**config.mk**
```make
export PLATFORM = sky130hd
export DESIGN_NAME = indirect_addr_gen
export DESIGN_NICKNAME = d
export VERILOG_FILES = /design/src/rtl/iag_pkg.sv /design/src/rtl/iag_post_mod.sv /design/src/rtl/iag_pair_flag.sv /design/src/rtl/iag_seq.sv /design/src/rtl/indirect_addr_gen.sv
export SDC_FILE = /design/constraint.sdc
export NUM_CORES = 1
export LEC_CHECK = 0
export ABC_AREA = 1
export ABC_CLOCK_PERIOD_IN_PS = 2350
export CAP_MARGIN = 20
export CELL_PAD_IN_SITES_DETAIL_PLACEMENT = 1
export CELL_PAD_IN_SITES_GLOBAL_PLACEMENT = 1
export CORE_ASPECT_RATIO = 0.5
export CORE_MARGIN = 3
export CORE_UTILIZATION = 44
export DETAILED_ROUTE_END_ITERATION = 10
export DONT_BUFFER_PORTS = 1
export PLACE_DENSITY = 0.79
export SLEW_MARGIN = 10
export SYNTH_ARGS = -nofsm -noshare
export SYNTH_HDL_FRONTEND = slang
export SYNTH_SLANG_ARGS = --single-unit
```
**constraint.sdc**
```tcl
create_clock -name clk -period 2.35 [get_ports clk]
set_input_delay 0.5875 -clock clk [delete_from_list [all_inputs] [get_ports clk]]
set_output_delay 0.5875 -clock clk [all_outputs]
set_load 0.01 [all_outputs]
```
**src/rtl/iag_pkg.sv**
```systemverilog
package iag_pkg;
  typedef enum logic [1:0] {
    ST_IDLE = 2'd0,
    ST_LO   = 2'd1,
    ST_HI   = 2'd2
  } seq_state_t;
endpackage

```
**src/rtl/iag_post_mod.sv**
```systemverilog
module iag_post_mod #(
  parameter int AW     = 16,
  parameter int RIW    = 3,
  parameter int INC_A  = 4,
  parameter int INC_B  = 5,
  parameter int SP_IDX = 6,
  parameter int PC_IDX = 7
) (
  input  logic [AW-1:0]  ptr_i,
  input  logic [RIW-1:0] idx_i,
  input  logic           wr_i,
  output logic [AW-1:0]  addr_o,
  output logic [AW-1:0]  next_o,
  output logic           mod_o
);
  localparam logic [RIW-1:0] IA = RIW'(INC_A);
  localparam logic [RIW-1:0] IB = RIW'(INC_B);
  localparam logic [RIW-1:0] SP = RIW'(SP_IDX);
  localparam logic [RIW-1:0] PC = RIW'(PC_IDX);
  localparam logic [AW-1:0]  ONE = AW'(1);

  logic [AW-1:0] up, dn;
  assign up = ptr_i + ONE;
  assign dn = ptr_i - ONE;

  always_comb begin
    addr_o = ptr_i;
    next_o = ptr_i;
    mod_o  = 1'b0;
    if (idx_i == IA || idx_i == IB) begin
      next_o = up;
      mod_o  = 1'b1;
    end else if (idx_i == SP) begin
      mod_o = 1'b1;
      if (wr_i) begin
        addr_o = dn;
        next_o = dn;
      end else begin
        next_o = up;
      end
    end else if (idx_i == PC && !wr_i) begin
      next_o = up;
      mod_o  = 1'b1;
    end
  end
endmodule

```
**src/rtl/iag_pair_flag.sv**
```systemverilog
module iag_pair_flag (
  input  logic clk,
  input  logic rst,
  input  logic set_i,
  input  logic clr_i,
  output logic flag_o
);
  always_ff @(posedge clk) begin
    if (rst)        flag_o <= 1'b0;
    else if (set_i) flag_o <= 1'b1;
    else if (clr_i) flag_o <= 1'b0;
  end

  AST_FLAG_SET: assert property (@(posedge clk) disable iff (rst) set_i |=> flag_o);
  AST_FLAG_CLEAR: assert property (@(posedge clk) disable iff (rst) (clr_i && !set_i) |=> !flag_o);
endmodule

```
**src/rtl/iag_seq.sv**
```systemverilog
module iag_seq
  import iag_pkg::*;
#(
  parameter int AW  = 16,
  parameter int DW  = 16,
  parameter int BW  = 8,
  parameter int RIW = 3
) (
  input  logic           clk,
  input  logic           rst,
  input  logic           req_valid,
  input  logic [RIW-1:0] req_reg,
  input  logic           req_write,
  input  logic [DW-1:0]  req_wdata,
  input  logic           pair_flag,
  input  logic [AW-1:0]  rule_addr,
  input  logic [AW-1:0]  rule_next,
  input  logic           rule_mod,
  input  logic [DW-1:0]  bus_rdata,
  input  logic           bus_rdy,
  output logic           idle,
  output logic [AW-1:0]  cur_ptr,
  output logic [RIW-1:0] cur_reg,
  output logic           cur_write,
  output logic [AW-1:0]  bus_addr,
  output logic           bus_rd,
  output logic           bus_wr,
  output logic [DW-1:0]  bus_wdata,
  output logic           done,
  output logic [DW-1:0]  operand,
  output logic           wb_en
);
  seq_state_t    state;
  logic          dbl;
  logic          mod;
  logic [BW-1:0] lo_byte;

  assign idle = (state == ST_IDLE);

  always_ff @(posedge clk) begin
    if (rst) begin
      state     <= ST_IDLE;
      cur_ptr   <= '0;
      cur_reg   <= '0;
      cur_write <= 1'b0;
      dbl       <= 1'b0;
      mod       <= 1'b0;
      lo_byte   <= '0;
      bus_addr  <= '0;
      bus_rd    <= 1'b0;
      bus_wr    <= 1'b0;
      bus_wdata <= '0;
      done      <= 1'b0;
      operand   <= '0;
      wb_en     <= 1'b0;
    end else begin
      done  <= 1'b0;
      wb_en <= 1'b0;
      case (state)
        ST_IDLE: begin
          if (req_valid) begin
            cur_reg   <= req_reg;
            cur_write <= req_write;
            dbl       <= pair_flag && !req_write;
            mod       <= rule_mod;
            bus_addr  <= rule_addr;
            cur_ptr   <= rule_next;
            bus_rd    <= !req_write;
            bus_wr    <= req_write;
            bus_wdata <= req_wdata;
            state     <= ST_LO;
          end
        end
        ST_LO: begin
          if (bus_rdy) begin
            if (dbl) begin
              lo_byte  <= bus_rdata[BW-1:0];
              bus_addr <= rule_addr;
              cur_ptr  <= rule_next;
              state    <= ST_HI;
            end else begin
              bus_rd <= 1'b0;
              bus_wr <= 1'b0;
              done   <= 1'b1;
              wb_en  <= mod;
              if (!cur_write) operand <= bus_rdata;
              state  <= ST_IDLE;
            end
          end
        end
        ST_HI: begin
          if (bus_rdy) begin
            bus_rd  <= 1'b0;
            done    <= 1'b1;
            wb_en   <= mod;
            operand <= {bus_rdata[BW-1:0], lo_byte};
            state   <= ST_IDLE;
          end
        end
        default: state <= ST_IDLE;
      endcase
    end
  end

  AST_STROBE_EXCL: assert property (@(posedge clk) disable iff (rst) !(bus_rd && bus_wr));
  AST_WR_ONE_BEAT: assert property (@(posedge clk) disable iff (rst) (bus_wr && bus_rdy) |=> !bus_wr);
  AST_WAIT_HOLD: assert property (@(posedge clk) disable iff (rst)
    ((bus_rd || bus_wr) && !bus_rdy) |=> ((bus_rd || bus_wr) && $stable(bus_addr)));
  AST_DONE_PULSE: assert property (@(posedge clk) disable iff (rst) done |=> !done);
  AST_DONE_AFTER_BEAT: assert property (@(posedge clk) disable iff (rst)
    done |-> ($past(bus_rdy) && ($past(bus_rd) || $past(bus_wr))));
  AST_WB_ONLY_DONE: assert property (@(posedge clk) disable iff (rst) wb_en |-> done);
endmodule

```
**src/rtl/indirect_addr_gen.sv**
```systemverilog
module indirect_addr_gen #(
  parameter int AW  = 16,
  parameter int BW  = 8,
  parameter int RIW = 3
) (
  input  logic              clk,
  input  logic              rst,
  input  logic              req_valid,
  input  logic [RIW-1:0]    req_reg,
  input  logic              req_write,
  input  logic [AW-1:0]     req_ptr,
  input  logic [2*BW-1:0]   req_wdata,
  input  logic              pair_set,
  input  logic              instr_end,
  input  logic [2*BW-1:0]   bus_rdata,
  input  logic              bus_rdy,
  output logic [AW-1:0]     bus_addr,
  output logic              bus_rd,
  output logic              bus_wr,
  output logic [2*BW-1:0]   bus_wdata,
  output logic              done,
  output logic [2*BW-1:0]   operand,
  output logic              wb_en,
  output logic [RIW-1:0]    wb_reg,
  output logic [AW-1:0]     wb_val,
  output logic              pair_mode
);
  localparam int DW   = 2 * BW;
  localparam int NREG = 1 << RIW;

  logic           idle;
  logic [AW-1:0]  cur_ptr;
  logic [RIW-1:0] cur_reg;
  logic           cur_write;
  logic [AW-1:0]  r_ptr, r_addr, r_next;
  logic [RIW-1:0] r_idx;
  logic           r_wr, r_mod;

  assign r_ptr = idle ? req_ptr   : cur_ptr;
  assign r_idx = idle ? req_reg   : cur_reg;
  assign r_wr  = idle ? req_write : cur_write;

  iag_post_mod #(
    .AW(AW), .RIW(RIW),
    .INC_A(NREG - 4), .INC_B(NREG - 3), .SP_IDX(NREG - 2), .PC_IDX(NREG - 1)
  ) u_rule (
    .ptr_i(r_ptr), .idx_i(r_idx), .wr_i(r_wr),
    .addr_o(r_addr), .next_o(r_next), .mod_o(r_mod)
  );

  iag_pair_flag u_flag (
    .clk(clk), .rst(rst), .set_i(pair_set), .clr_i(instr_end), .flag_o(pair_mode)
  );

  iag_seq #(.AW(AW), .DW(DW), .BW(BW), .RIW(RIW)) u_seq (
    .clk(clk), .rst(rst),
    .req_valid(req_valid), .req_reg(req_reg), .req_write(req_write), .req_wdata(req_wdata),
    .pair_flag(pair_mode),
    .rule_addr(r_addr), .rule_next(r_next), .rule_mod(r_mod),
    .bus_rdata(bus_rdata), .bus_rdy(bus_rdy),
    .idle(idle), .cur_ptr(cur_ptr), .cur_reg(cur_reg), .cur_write(cur_write),
    .bus_addr(bus_addr), .bus_rd(bus_rd), .bus_wr(bus_wr), .bus_wdata(bus_wdata),
    .done(done), .operand(operand), .wb_en(wb_en)
  );

  assign wb_reg = cur_reg;
  assign wb_val = cur_ptr;
endmodule

```
## Word level (Yosys, flattened, before mapping)

Cells that the tools add are included.

- Bits in registers: 85
- Output and inout port bits: 72

- $add $sub $neg: 2
- Equal/unequal tests: 12
- Muxes and demuxes: 48
- Reduce and logical (&&, ||, !) cells: 17

Operators with widths:

| operator | count |
|---|---|
| $mux W16 | 18 |
| $pmux W16 S2 | 3 |
| $mux W1 | 17 |
| $add A16 B1 Y16 const B | 1 |
| $sub A16 B1 Y16 const B | 1 |
| $eq A3 B3 Y1 const B | 4 |
| $ne A2 B2 Y1 const B | 5 |
| $reduce_and A5 Y1 | 2 |
| $mux W2 | 4 |
| $reduce_and A4 Y1 | 2 |
| $pmux W1 S2 | 3 |
| $pmux W2 S3 | 1 |
| $reduce_and A3 Y1 | 2 |
| $reduce_bool A2 Y1 | 3 |
| $mux W3 | 1 |
| $pmux W1 S3 | 1 |
| $reduce_bool A3 Y1 | 1 |
| $eq A2 B1 Y1 const B | 1 |
| $eq A2 B2 Y1 const B | 1 |
| $logic_and A1 B1 Y1 | 2 |
| $logic_not A1 Y1 | 2 |
| $logic_not A2 Y1 | 1 |
| $ne A2 B1 Y1 const B | 1 |
| $reduce_and A2 Y1 | 1 |
| $logic_or A1 B1 Y1 | 1 |

## Logic depth before layout (Yosys ltp)

Gate-level depths: netlist of run 1.

- Word-level depth: 10
- Gate-level depth with buffers: 18

## Cells and area by module

A second synthesis of run 1 with hierarchy kept.

- Cell total of the unflattened synthesis: 839
- Area, all modules: 5,375.2 um2

By module, submodules not included:

| module | instances | cells an instance | area an instance (um2) |
|---|---|---|---|
| iag_seq | 1 | 511 | 3,709.8 |
| iag_post_mod | 1 | 258 | 1,358.8 |
| indirect_addr_gen | 1 | 65 | 266.5 |
| iag_pair_flag | 1 | 5 | 40.0 |

## Worst setup path after synthesis of run 1

Ideal clock, no wire load.

- Path type: flip-flop to flip-flop
- From: register u_seq.state[0]
- To: register u_seq.bus_addr[10]
- Arrival: 2,054 ps
- Required time: 2,235 ps
- Setup slack: 181 ps
- Cell stages (with the launch flop): 17
- Period minus slack after synthesis: 2,169 ps
- Cells stage by stage: dfxtp_1 inv_1 ha_1 inv_2 buf_2 nand2_1 nand2_1 inv_1 ha_1 nand3_1 nor2_1 nand3_1 nor2_1 xor2_1 nand2_1 o211ai_1 inv_2

- Cells in the longest elaborated chain, start to end: 9

Ends and longest elaborated chain:

| item | line | text |
|---|---|---|
| start, declared | iag_seq.sv:33 | `seq_state_t state;` |
| start signal, assigned | iag_seq.sv:42 | `state <= ST_IDLE;` |
| start signal, assigned | iag_seq.sv:71 | `state <= ST_LO;` |
| start signal, assigned | iag_seq.sv:80 | `state <= ST_HI;` |
| $logic_not A2 Y1 | iag_seq.sv:38, iag_seq.sv:59 |  |
| $mux W16 | indirect_addr_gen.sv:39 | `assign r_ptr = idle ? req_ptr : cur_ptr;` |
| $sub A16 B1 Y16 | iag_post_mod.sv:24 | `assign dn = ptr_i - ONE;` |
| $mux W16 | iag_post_mod.sv:35 | `if (wr_i) begin` |
| $mux W16 | iag_post_mod.sv:33 | `end else if (idx_i == SP) begin` |
| $mux W16 | iag_post_mod.sv:30 | `if (idx_i == IA \|\| idx_i == IB) begin` |
| $mux W16 | iag_seq.sv:76 | `if (dbl) begin` |
| $mux W16 | iag_seq.sv:75 | `if (bus_rdy) begin` |
| $pmux W16 S2 | iag_seq.sv:59 | `case (state)` |
| end signal, assigned | iag_seq.sv:66 | `bus_addr <= rule_addr;` |
| end signal, assigned | iag_seq.sv:78 | `bus_addr <= rule_addr;` |
| end, declared | iag_seq.sv:25 | `output logic [AW-1:0] bus_addr,` |

Several ways; a longest one is shown, not always the timed one. The select of a mux whose other input is x is not followed.
A chain may end at the register's enable or synchronous reset.

## Worst setup path in the final report of run 1

- From: register u_seq.state[1]
- To: register u_seq.bus_addr[15]

The elaborated chain is that of the path after synthesis.

==> results of run 1 <==
==> stage by stage <==
stage | cell area (µm²) | setup WS, ps | power [mW] | cells | hold WS (ps)
after global placement | 5120 | 9.31 | 6.80 | 880 | 443
final | 5600 | 117 | 8.70 | 898 | 299
after detailed placement | 5120 | -67.9 | 6.91 | 880 | 452
after global routing | 5600 | -16.8 | 9.40 | 898 | 284
after floorplan | 4770 | 181 | 5.47 | 734 | 423
after CTS | 5440 | -42.0 | 8.45 | 896 | 286
==> repair_timing <==
action | 4_1_cts | 5_1_grt
gates resized for setup | 7 | 38
buffers inserted | 0 | 2
gates cloned | 0 | 0
setup endpoints to repair | 7 | 24
hold endpoints to repair | 0 | 0
pin swaps | 0 | 5
==> power by group through the flow <==
stage	combinational (mW)	clock, mW	sequential, mW
floorplan	3.04	0	2.43
finish	4.74	1.43	2.52
global placement	4.25	0	2.55
CTS	4.45	1.46	2.53
detailed placement	4.35	0	2.56
global route	5.30	1.52	2.59
==> how the worst min path moves through the flow <==
stage,to,cells past startpoint
after floorplan,u_seq.wb_en$_SDFF_PP0_,2
after global placement,u_seq.lo_byte[1]$_SDFFE_PP0P_,2
after detailed placement,u_seq.lo_byte[6]$_SDFFE_PP0P_,2
after CTS,u_seq.lo_byte[6]$_SDFFE_PP0P_,1
after global routing,u_seq.lo_byte[1]$_SDFFE_PP0P_,1
final,u_seq.lo_byte[1]$_SDFFE_PP0P_,1
==> synthesized netlist by cell type <==
| cell | n | area share |
|---|---|---|
| o21bai_1 | 1 | 0.0016 |
| a211oi_1 | 3 | 0.0047 |
| nand3_2 | 2 | 0.0042 |
| mux2i_1 | 1 | 0.0021 |
| nand3_1 | 35 | 0.037 |
| a21oi_1 | 59 | 0.062 |
| o21ai_0 | 77 | 0.081 |
| nor2_4 | 2 | 0.0047 |
| nor3_1 | 4 | 0.0042 |
| a311oi_1 | 2 | 0.0037 |
| inv_1 | 66 | 0.052 |
| nand2_2 | 10 | 0.013 |
| o21ai_4 | 1 | 0.0034 |
| nand4_1 | 8 | 0.010 |
| nand2_1 | 181 | 0.14 |
| nand3b_1 | 2 | 0.0031 |
| ha_1 | 6 | 0.016 |
| nor3_2 | 1 | 0.0021 |
| inv_2 | 7 | 0.0055 |
| xor2_1 | 11 | 0.020 |
| buf_6 | 3 | 0.0071 |
| buf_4 | 3 | 0.0047 |
| o221ai_1 | 2 | 0.0037 |
| o21ai_1 | 16 | 0.017 |
| buf_2 | 5 | 0.0052 |
| nor2_1 | 81 | 0.064 |
| o21ai_2 | 3 | 0.0055 |
| nor2_2 | 6 | 0.0079 |
| or2_2 | 1 | 0.0013 |
| o211ai_1 | 6 | 0.0094 |
| dfxtp_1 | 85 | 0.36 |
| a31oi_1 | 18 | 0.024 |
| clkinv_1 | 2 | 0.0016 |
| buf_1 | 1 | 0.00079 |
| clkbuf_1 | 21 | 0.017 |
| o2111ai_1 | 2 | 0.0037 |
==> kinds of logic (layout without fill, tap and decap cells) <==
logic type	Yosys count	in the layout	share of synthesized area
DFF	85	85	0.356
adders and majority gates	6	6	0.0157
and+or+nand+nor	333	333	0.294
AOI/OAI and AO/OA	190	190	0.219
muxes	1	1	0.00210
buffers and inverters	108	132	0.0933
xor gates and xnor gates	11	11	0.0202
==> worst register-to-register path: stages (launching register included) <==
cell	delay, ps
dfxtp_2	340
inv_2	90
ha_4	170
inv_2	70
buf_8	150
nand2_2	100
nand2_2	90
inv_1	110
nand3_2	220
nor2_4	180
nand3_1	160
nor2_1	180
xor2_1	190
a21oi_1	90
==> cell type report <==
class                           count  share of cell area
Clock buffer                       10              0.0409
Clock inverter                      6              0.0107
Inverter                           75              0.0502
Multi-Input combinational cell    541               0.499
Sequential cell                    85               0.304
Tap cell                          140              0.0313
Timing Repair Buffer               41              0.0636
==> layout by cell type (no fill, tap or decap), types with 8 or more instances in the layout <==
master,count
nor2_2,11
a31oi_1,18
a21oi_1,59
o21ai_1,12
inv_1,63
xor2_1,11
dfxtp_1,84
buf_4,36
clkbuf_16,9
nand2_1,176
nor2_1,74
nand3_1,32
nand4_1,8
inv_2,10
o21ai_0,76
nand2_2,12
==> metal layers <==
metal / global-route usage / routed length, µm / up-vias
met1: 0.331 / 7190 / 2389
met5: 0 / 0 / -
met3: 0.0904 / 1270 / 10
met4: 0.0436 / 145 / 0
li1: - / - / 2459
met2: 0.441 / 7510 / 137
==> summary.md, run 1 <==
| Metric | Value |
|---|---|
| Synthesis warning total | 0 |
| Synth unique cells | 36 |
| Vias in the first global route | 5071 |
| Synth Net Count | 798 |
| Ports | 130 |
| Minimum clock period | 2230 ps |
| Crit share post-route | 0.950 |
| Via Count | 4995 |
| Grt ovf | 0 |
| Post-synthesis register bit count | 85 |
| Clock Skew | 11.3 ps |
| Crit. Startpoint | u_seq.state[1]$_SDFFE_PP0P_ |
| Fmax | 448 MHz |
| Reg power frac | 0.290 |
| CP top delay family | simple AND/OR/NAND/NOR gates |
| Synth Cell Area | 4770 µm² |
| # rows | 26 |
| Endpoints failing hold | 0 |
| PortBufs | 0 |
| Clock share of power | 0.164 |
| HPWL Detailed | 11500 µm |
| Total Routing Usage GR | 0.261 |
| Critical Path Sink | u_seq.bus_addr[15]$_SDFFE_PP0P_ |
| Wire per inst | 18.0 µm |
| Worst Setup Start Kind | register |
| Crit path arrival time | 2470 ps |
| Reg-to-reg critical path endpoint | u_seq.bus_addr[15]$_SDFFE_PP0P_ |
| Flop2flop setup slack | 120 ps |
| Worst path required time | 2590 ps |
| Critical-path cell list | inv_2, ha_4, inv_2, buf_8, nand2_2, nand2_2, inv_1, nand3_2, nor2_4, nand3_1, nor2_1, xor2_1, a21oi_1 |
| Area grow syn2layout | 17.3% |
| DRC viols | 0 |
| Antenna violations before repair | 0 |
| Global-route wire length before repair | 25700 µm |
| Critical Path Fanout Max | 12 |
| Slew Limit Fails | 0 |
| Sequential share of the synthesized area | 0.356 |
| Slew margin rel. | 0.679 |
| Worst-margin pin slew | 468 ps |
| GPL Wtd Cong | 0.921 |
| CP Buf/Inv Count | 4 |
| Cells after Synth | 734 |
| Worst vdd ir | 0.643 mV |
| Cts-stage hold buffer count | 0 |
| CTS Buf Count | 9 |
| Die area | 12200 µm² |
| Max-cap violations | 0 |
| Clk root buf | clkbuf_16 |
| Drt pass-1 iters | 4 |
| Switching Fraction | 0.501 |
| Switching power | 4.36 mW |
| ANT nets after route | 0 |
| CP Capture Type | register |
| Clk_lat worst skew | 350 ps |
| Status | complete, no violations |
| Hold WC Path Type | input port to register |
| Critical register-to-register path startpoint | u_seq.state[1]$_SDFFE_PP0P_ |
| Total clock sinks | 85 |
| Initial Utilization | 0.460 |
| Number of fill cells | 1398 |
| Combinational Power Share | 0.545 |
| Crit path max-delay cell type | dfxtp_2 |
| Fin util | 0.540 |
| Kind of critical path | register to register |
| Core area | 10400 µm² |
| Pin count of the biggest net entering global routing | 48 |
| Area of the multi-input gates | 2800 µm² |
| Layout cells sized above 1 | 0.157 |
| CTS max path bufs | 2 |
| Cell leakage power | 2.47 nW |
| NumNets Final | 817 |
| Routed wire length | 16100 µm |
| Critical hold path startpoint | rst |
| Reg clk slew, reported paths | 70 ps |
| Vias per inst | 5.56 |
| Iter 0 DRT Violations | 319 |
| Sequential cell area | 1700 µm² |
| Reg2Reg Depth | 13 |
| CP max stage delay | 340 ps |
| P_int | 4.34 mW |
| Die height | 79.7 µm |
| Avg Inst Size Synth | 6.50 µm² |
| Cell Pwr Density | 1550 nW/µm² |
| Antenna diode count | 0 |
| Die extent in x | 153 µm |
| H-tree depth | 3 |
| Final setup viols | 0 |
| Cell count along the critical path | 13 |
| CTS tree | built |
| Setup TNS | 0 ps |
(Power assumes the default switching activity.)
==> run 2, diff against run 1 <==
--- a/config.mk
+++ b/config.mk
@@ -11,7 +11,7 @@
 export CELL_PAD_IN_SITES_DETAIL_PLACEMENT = 1
 export CELL_PAD_IN_SITES_GLOBAL_PLACEMENT = 1
 export CORE_ASPECT_RATIO = 0.5
-export CORE_MARGIN = 3
+export CORE_MARGIN = 1.5
 export CORE_UTILIZATION = 44
 export DETAILED_ROUTE_END_ITERATION = 10
 export DONT_BUFFER_PORTS = 1
==> run 2 against run 1 <==
Compared with the run above:
- clock-buffer cell count fell by 1
- sequential share of layout area is 0.31 points lower
- power grew 3.2%
- critical path depth rose by 5
- first-iteration DRC count down 29%
- critical path type unchanged
- largest power group unchanged
==> summary.md, run 2 (synthesis gave the netlist of run 1 again) <==
| Metric | Value |
|---|---|
| Status | complete, no violations |
| Antenna violations before repair | 0 |
| Combinational Power Share | 0.542 |
| Worst Setup Start Kind | register |
| Setup TNS | 0 ps |
| CTS Buf Count | 9 |
| Routed wire length | 16600 µm |
| Vias per inst | 5.65 |
| Core area | 10400 µm² |
| Ports | 130 |
| Reg clk slew, reported paths | 80 ps |
| Total clock sinks | 85 |
| Dpl cells | 886 |
| Crit path arrival time | 2590 ps |
| Kind of critical path | register to register |
| Clk_lat worst skew | 360 ps |
| Clock Skew | 12.0 ps |
| NumNets Final | 826 |
| HPWL Detailed | 11600 µm |
| Slew margin rel. | 0.562 |
| CTS max path bufs | 2 |
| DRC viols | 0 |
| Cell leakage power | 2.50 nW |
| CTS tree | built |
| PortBufs | 0 |
| Final setup viols | 0 |
| Hold WC Path Type | input port to register |
| Pin count of the biggest net entering global routing | 48 |
| Die height | 76.7 µm |
| Wire per inst | 18.3 µm |
| Worst path required time | 2630 ps |
| GPL Wtd Cong | 0.912 |
| Most common cell after layout, fill and taps aside | nand2_1 |
| Final Worst Setup Slack | 46.2 ps |
| Cell Pwr Density | 1590 nW/µm² |
| Layout cells sized above 1 | 0.162 |
| # rows | 26 |
| Grt ovf | 0 |
| Minimum clock period | 2300 ps |
| CP Capture Type | register |
| Via Count | 5126 |
| P_int | 4.52 mW |
| Area grow syn2layout | 18.6% |
| Commonest non-fill, non-tap cells in the layout | nand2_1, dfxtp_1, o21ai_0 |
| Antenna diode count | 0 |
| Worst vdd ir | 0.649 mV |
| Max-cap violations | 0 |
| Switching Fraction | 0.497 |
| RSZ-0062 raised after global routing | true |
| Vias in the first global route | 5106 |
| Endpoints failing hold | 0 |
| Initial Utilization | 0.460 |
| Worst-margin pin slew | 657 ps |
| Fin cells | 907 |
| Die area | 11500 µm² |
| Iter 0 DRT Violations | 226 |
| Fmax | 434 MHz |
| Total Routing Usage GR | 0.288 |
| Reg power frac | 0.282 |
| Die extent in x | 150 µm |
| Critical Path Fanout Max | 5 |
| Slew Limit Fails | 0 |
| Crit share post-route | 0.980 |
| Clock share of power | 0.176 |
| Cts-stage hold buffer count | 0 |
| Fin util | 0.545 |
| Switching power | 4.46 mW |
| Global-route wire length before repair | 26000 µm |
| Clk root buf | clkbuf_16 |
| Drt pass-1 iters | 5 |
| Post-Place Worst Slack | -123 ps |
| H-tree depth | 3 |
| ANT nets after route | 0 |
run 2: what timing repair did:
item                                    CTS  global route
buffers inserted                          0             5
gates resized for setup                   7            30
endpoints found under the setup margin   13            18
pin swaps                                 1             6
run 2: per-stage QoR:
stage          area, µm²  power (mW)  hold WS, ps
5_1_grt             5660        9.63          284
3_3_place_gp        5150        6.87          441
3_5_place_dp        5150        7.01          452
4_1_cts             5490        8.68          280
6_report            5660        8.98          295
2_1_floorplan       4770        5.47          423
run 2: power by group through the flow:
stage / clock network, mW / registers (mW) / logic, mW
6_report: 1.58 / 2.53 / 4.87
5_1_grt: 1.65 / 2.59 / 5.39
4_1_cts: 1.61 / 2.53 / 4.54
3_5_place_dp: 0 / 2.55 / 4.46
3_3_place_gp: 0 / 2.55 / 4.32
2_1_floorplan: 0 / 2.43 / 3.04
run 2: final timing paths:
kind                                 startpoint                              to  slack, ps  cells after the start
setup reg to reg    u_seq.state[1]$_SDFFE_PP0P_  u_seq.cur_ptr[10]$_SDFFE_PP0P_         50                     18
hold reg to reg   u_seq.lo_byte[4]$_SDFFE_PP0P_   u_seq.lo_byte[4]$_SDFFE_PP0P_        460                      2
setup / recovery    u_seq.state[1]$_SDFFE_PP0P_  u_seq.cur_ptr[10]$_SDFFE_PP0P_         50                     18
hold / removal                              rst   u_seq.lo_byte[6]$_SDFFE_PP0P_        290                      1
run 2: area by class of cell:
cell class / count / area (µm²)
inverters: 75 / 284
fillers: 1403 / 4720
clock inverters: 7 / 95.1
flip-flops and latches: 85 / 1700
well taps: 140 / 175
clock buffers: 9 / 225
repair buffers: 50 / 424
multi-input cells: 541 / 2750
run 2: routing by layer:
layer | vias to the layer above | share of wire | track usage | wire length (µm)
li1 | 2470 | - | - | -
met1 | 2478 | 0.45 | 0.380 | 7500
met2 | 153 | 0.46 | 0.459 | 7560
met3 | 25 | 0.076 | 0.0863 | 1260
met4 | 0 | 0.017 | 0.0706 | 280
met5 | - | 0 | 0 | 0
run 2: critical path, stage by stage, from the launching register on:
cell and delay (ps):
dfxtp_2 340, inv_4 70, ha_4 170, inv_2 70, nand2_1 60, nand2_1 70, inv_1 80, ha_2 200
nand3_2 120, buf_4 180, nor2_2 140, nand3_2 130, nand2_1 130, nand2_1 90, nand2_1 70, nand3_1 70
nand2_1 70, nand2_1 50, a21oi_1 120
